`config.mk`:
```
export PLATFORM = sky130hd
export DESIGN_NAME = irq_status_reg
export DESIGN_NICKNAME = d
export VERILOG_FILES = /design/src/rtl/irq_status_reg.sv
export SDC_FILE = /design/constraint.sdc
export NUM_CORES = 1
export LEC_CHECK = 0
export CAP_MARGIN = 20
export CORE_AREA = 5 5 42 44
export CTS_BUF_LIST = sky130_fd_sc_hd__clkbuf_4 sky130_fd_sc_hd__clkbuf_8
export DETAILED_ROUTE_END_ITERATION = 12
export DIE_AREA = 0 0 47 49
export PLACE_DENSITY = 0.56
export SLEW_MARGIN = 40
export SYNTH_ARGS = -nofsm -noshare
export SYNTH_HDL_FRONTEND = slang
export SYNTH_SLANG_ARGS = --single-unit
export TNS_END_PERCENT = 30
```
`constraint.sdc`:
```
create_clock -name clk -period 1.33 [get_ports clk]
set_input_delay 0.133 -clock clk [delete_from_list [all_inputs] [get_ports clk]]
set_output_delay 0.133 -clock clk [all_outputs]
set_load 0.02 [all_outputs]
```
`src/rtl/irq_status_reg.sv`:
```
module irq_status_reg #(
  parameter int SUM_W = 8
) (
  input  logic             clk,
  input  logic             rst_n,
  input  logic             loc_fault,
  input  logic             rem1_fault,
  input  logic             rem2_fault,
  input  logic             vcore_fault,
  input  logic             vmain_fault,
  input  logic [SUM_W-1:0] status2,
  input  logic             rd_stb,
  output logic [7:0]       rd_data,
  output logic             irq
);

  localparam int B_VCORE = 1;
  localparam int B_VMAIN = 2;
  localparam int B_REM1  = 4;
  localparam int B_LOC   = 5;
  localparam int B_REM2  = 6;
  localparam int B_SUM   = 7;

  logic [7:0] cond;
  logic [7:0] held;
  logic [7:0] held_nxt;
  logic       summary;

  always_comb begin
    cond          = '0;
    cond[B_VCORE] = vcore_fault;
    cond[B_VMAIN] = vmain_fault;
    cond[B_REM1]  = rem1_fault;
    cond[B_LOC]   = loc_fault;
    cond[B_REM2]  = rem2_fault;
  end

  // a read drops a held bit only where its fault is absent; a present fault sets
  assign held_nxt = cond | (rd_stb ? 8'h00 : held);

  always_ff @(posedge clk or negedge rst_n)
    if (!rst_n) held <= '0;
    else        held <= held_nxt;

  assign summary = |status2;

  always_comb begin
    rd_data        = held;
    rd_data[B_SUM] = summary;
  end

  assign irq = |held | summary;

endmodule


```
; ---- After elaboration in Yosys (flattened, before gate mapping)
; Cells that the tools add are included.
[classes]
muxes = 1
n_bitwise = 2
reduce_logical = 2
[op_table]
columns = cell, count
row1 = 8-bit OR reduction, 2
row2 = 8-bit 2-to-1 mux, 1
row3 = 7-bit by 8-bit OR with 8-bit output, 1
row4 = 1-bit OR, 1
[totals]
register_bits = 8
input_bits = 16
out_inout_bits = 9
wordCells = 6

; ---- Depth between registers and ports, before layout
[depth]
ltp_word = 2
mapped_depth = 3
ltp_nobuf = 2

; ---- Worst setup path before layout
; No wires, ideal clock.
[synth_path]
kind = reg2out
startpoint = register held[4]
endpoint = output irq
arrival_ns = 0.891
slack_ns = 0.306
path_stages_with_launch = 3
n_path_buf = 0
path_cell_list = dfrtp_1 > nor3_1 > nand4_1
[synth_via]
elab_chain_len = 2
[synth_lines]
columns = item, line_no
row1 = "start, declared", 25  ; logic [7:0] held;
row2 = "start signal, assigned", 43  ; else held <= held_nxt;
row3 = 8-bit OR reduction, 52  ; assign irq = |held | summary;
row4 = 1-bit OR, 52
row5 = "end, declared", 14  ; output logic irq
; No other way between the ends.

; ---- Worst setup path after layout
[layout_path]
startpoint = input status2[3]
endpoint = output irq
[layout_via]
elab_chain_len = 2
[layout_lines]
columns = item, line_no
row1 = "start, declared", 11  ; input logic [SUM_W-1:0] status2,
row2 = 8-bit OR reduction, 45  ; assign summary = |status2;
row3 = 1-bit OR, 52
; No other way between the ends.

==> summary.md <==
| Metric | Value |
|---|---|
| Cells after synthesis | `21` |
| Wire length of the first global-routing pass | `1.028 mm` |
| Dominant synthesized flop cell | `sky130_fd_sc_hd__dfrtp_1` |
| Sequential share of the synthesized area | `0.5291` |
| Number of hold-repair buffers added at the cts stage | `0` |
| Type of the tightest min-delay check | `in2async` |
| Multi-input logic area | `93.84 µm²` |
| Reg area | `125.1 µm²` |
| Per-cell routed wire length | `11.49 µm` |
| Antenna fix cells | `0` |
| Post-synth EDFFs | `0` |
| Die area | `2303 µm²` |
| Top-Level Pins | `25` |
| Vias post-DR | `267` |
| Total core area | `1401 µm²` |
| Total GRT Usage | `0.06516` |
| Critical path fanouts, max | `2` |
| Internal cell power | `0.0003608 W` |
| Number of warning messages in the yosys log | `0` |
| Number of sinks handled by clock tree synthesis | `5` |
| Initial core utilization | `0.1688` |
| Grt total ovfl | `0` |
| Count of maximum capacitance violations | `0` |
| Register bank with the most flops | `held` |
| Final GP Congestion | `0.6357` |
| Asr flop ratio synth | `1.000` |
| Number of vias per cell after detailed routing | `4.108` |
| Clock group share of total power | `0.415` |
| Share of power burned in registers | `0.359` |
| Most frequent cells after synthesis | `sky130_fd_sc_hd__a21o_1 (5), sky130_fd_sc_hd__dfrtp_1 (5), sky130_fd_sc_hd__buf_4 (3)` |
| Flip-flop count of the largest register after layout | `5` |
| Minimum period implied by the final worst setup slack | `1244 ps` |
| Post-DP HPWL | `591 µm` |
| Setup violations, final | `0` |
| Number of antenna violations at the first check in global routing | `0` |
| Clock skew after layout | `0 ps` |
| Post-route cell area | `521.8 µm²` |
| Data required time of the critical path | `1200 ps` |
| Largest delay share family, worst path | `buffers and inverters` |
| Static leakage | `0.2669 nW` |
| Pin count of the biggest net entering global routing | `6` |
| Max Fclk | `0.8040 GHz` |
| Largest stage delay, worst path | `410 ps` |
| Kind of launch point of the worst setup path | `input pin` |
| Switching portion of total power | `0.2381` |
| Post-DP Area | `488.0 µm²` |
| DRC marker count from the first detailed-route iteration | `0` |
| Final hold violation count | `0` |
| Mean post-synth cell area | `11.26 µm²` |
| Endpoint arrival time on the critical path | `1110 ps` |
| CTS Buf Count | `3` |
| Post-layout util | `0.3723` |
| TritonCTS clock tree | `yes` |
| Slowest CP cell | `sky130_fd_sc_hd__clkdlybuf4s50_1` |
| Root cell of the clock tree | `sky130_fd_sc_hd__clkbuf_4` |
| Synthesis-to-finish area growth | `120.6%` |
| Registers with the most flip-flops | `held (5)` |
| Port buffer count | `22` |
| Clock Pin Slew Worst Setup and Hold Paths | `40 ps` |
| Number of nets with antenna violations after detailed routing | `0` |
| Share of cells above drive strength 1 | `0.2653` |
| Peak supply drop | `0.0003977 V` |
| Power density cells | `907.6 nW/µm²` |
| Post-layout nets | `66` |
| Critical Setup Path Class | `in2out` |
| DRT Wirelength | `747 µm` |
| Portion of synthesized cell area occupied by the leading cell type | `0.5291` |
| Number of global-route vias before repair | `247` |
| Largest cells by area after synthesis | `sky130_fd_sc_hd__dfrtp_1 (53%), sky130_fd_sc_hd__a21o_1 (16%), sky130_fd_sc_hd__nor4_2 (11%), sky130_fd_sc_hd__buf_4 (9.5%), sky130_fd_sc_hd__nand4_1 (2.6%)` |
| Reported net switching power | `0.0001128 W` |
| First drt pass iteration count | `1` |
| Part of the total power dissipated in combinational logic | `0.226` |
| Number of distinct library cells after synthesis | `10` |
| Clock Path Buffers | `2` |
| X dimension of the die | `47 µm` |
| Status | `complete, no violations` |
| Final worst-path cycle share | `0.9352` |
| Library cell occupying the most area in the post-synthesis netlist | `sky130_fd_sc_hd__dfrtp_1` |
| Max-slew violations | `0` |
| Number of filler cells placed in the layout | `153` |
| Number of buffers and inverters on the critical path | `2` |
| Ordered list of cells on the worst path | `clkdlybuf4s50_1, nor4_2, nand4_1, buf_4` |
| Setup crit end kind | `primary output` |
| Setup repair after global routing missed its margin | `no` |
| Worst slack on hold paths | `119.5 ps` |
| Source-to-sink clock delay at the later pin of the worst-skew pair | `240 ps` |
| Row count | `14` |
| Overall die height | `49 µm` |
| Number of H-tree levels | `1` |
| Mapped cell area | `236.5 µm²` |
| Number of design rule violations left after detail routing | `0` |
| Total of flip-flops plus latches after synthesis | `5` |
cells by family after synthesis:
kind of cell	synth area share
AND/OR/NAND/NOR	0.1851
AO/OA/AOI/OAI	0.1587
flip-flops	0.5291
buffers and inverters	0.1111
other	0.01586
worst paths after layout:
| path | from | to | slack (ps) | depth (start not counted) |
|---|---|---|---|---|
| max in group asynchronous | rst_n | held[2]$_DFF_PN0_ | 1010 | 1 |
| hold / removal | rst_n | held[4]$_DFF_PN0_ | 120 | 1 |
| min in group clk | loc_fault | held[5]$_DFF_PN0_ | 450 | 2 |
| setup reg to reg | held[2]$_DFF_PN0_ | held[2]$_DFF_PN0_ | 520 | 2 |
| setup / recovery | status2[3] | irq | 90 | 4 |
| hold reg to reg | held[1]$_DFF_PN0_ | held[1]$_DFF_PN0_ | 510 | 1 |
metal layers:
layer | share of wire | vias to the layer above | GRT usage
met5 | 0 | - | 0
met4 | 0.023 | 0 | 0.06912
met3 | 0.19 | 2 | 0.02214
met2 | 0.49 | 18 | 0.1063
met1 | 0.30 | 122 | 0.05369
li1 | - | 125 | -
repair_timing:
action	in CTS	in global routing
endpoints found under the setup margin	7	1
buffers inserted	0	0
resized for setup	12	8
pin swaps	1	3
layout by cell type (no fill, tap or decap):
cell type	count
sky130_fd_sc_hd__clkdlybuf4s50_1	10
sky130_fd_sc_hd__a21o_1	5
sky130_fd_sc_hd__dfrtp_1	5
sky130_fd_sc_hd__dlymetal6s2s_1	5
sky130_fd_sc_hd__buf_4	5
sky130_fd_sc_hd__dlygate4sd2_1	5
sky130_fd_sc_hd__clkbuf_4	4
sky130_fd_sc_hd__nor4_2	2
sky130_fd_sc_hd__conb_1	2
sky130_fd_sc_hd__inv_1	1
sky130_fd_sc_hd__nand2_1	1
sky130_fd_sc_hd__nor2_1	1
sky130_fd_sc_hd__nor3_2	1
sky130_fd_sc_hd__nand4_1	1
sky130_fd_sc_hd__buf_2	1
layout make-up:
type	count	share of cell area
multi-input combinational	13	0.1799
clock buffer	4	0.05755
inverter	1	0.007194
sequential	5	0.2398
tap	16	0.03837
timing repair buffer	26	0.4772
metrics by stage:
step / TNS, ps / cells / setup slack [ps] / total power, W
3_5_place_dp: -659.5 / 61 / -359.2 / 0.0002893
4_1_cts: -73.73 / 65 / -73.73 / 0.0004849
3_3_place_gp: -618.2 / 61 / -335.7 / 0.0002883
2_1_floorplan: 0 / 22 / 306.3 / 0.0002079
5_1_grt: 0 / 65 / 6.323 / 0.0004988
6_report: 0 / 65 / 86.16 / 0.0004735
power by group through the flow:
stage / clock (W) / sequential [W] / combinational (W)
2_1_floorplan: 0 / 0.000185 / 0.0000225
3_3_place_gp: 0 / 0.000171 / 0.000117
3_5_place_dp: 0 / 0.000171 / 0.000118
4_1_cts: 0.000204 / 0.000169 / 0.000111
5_1_grt: 0.000213 / 0.000172 / 0.000115
6_report: 0.000196 / 0.000170 / 0.000107
Power figures use the tool's default switching activity.
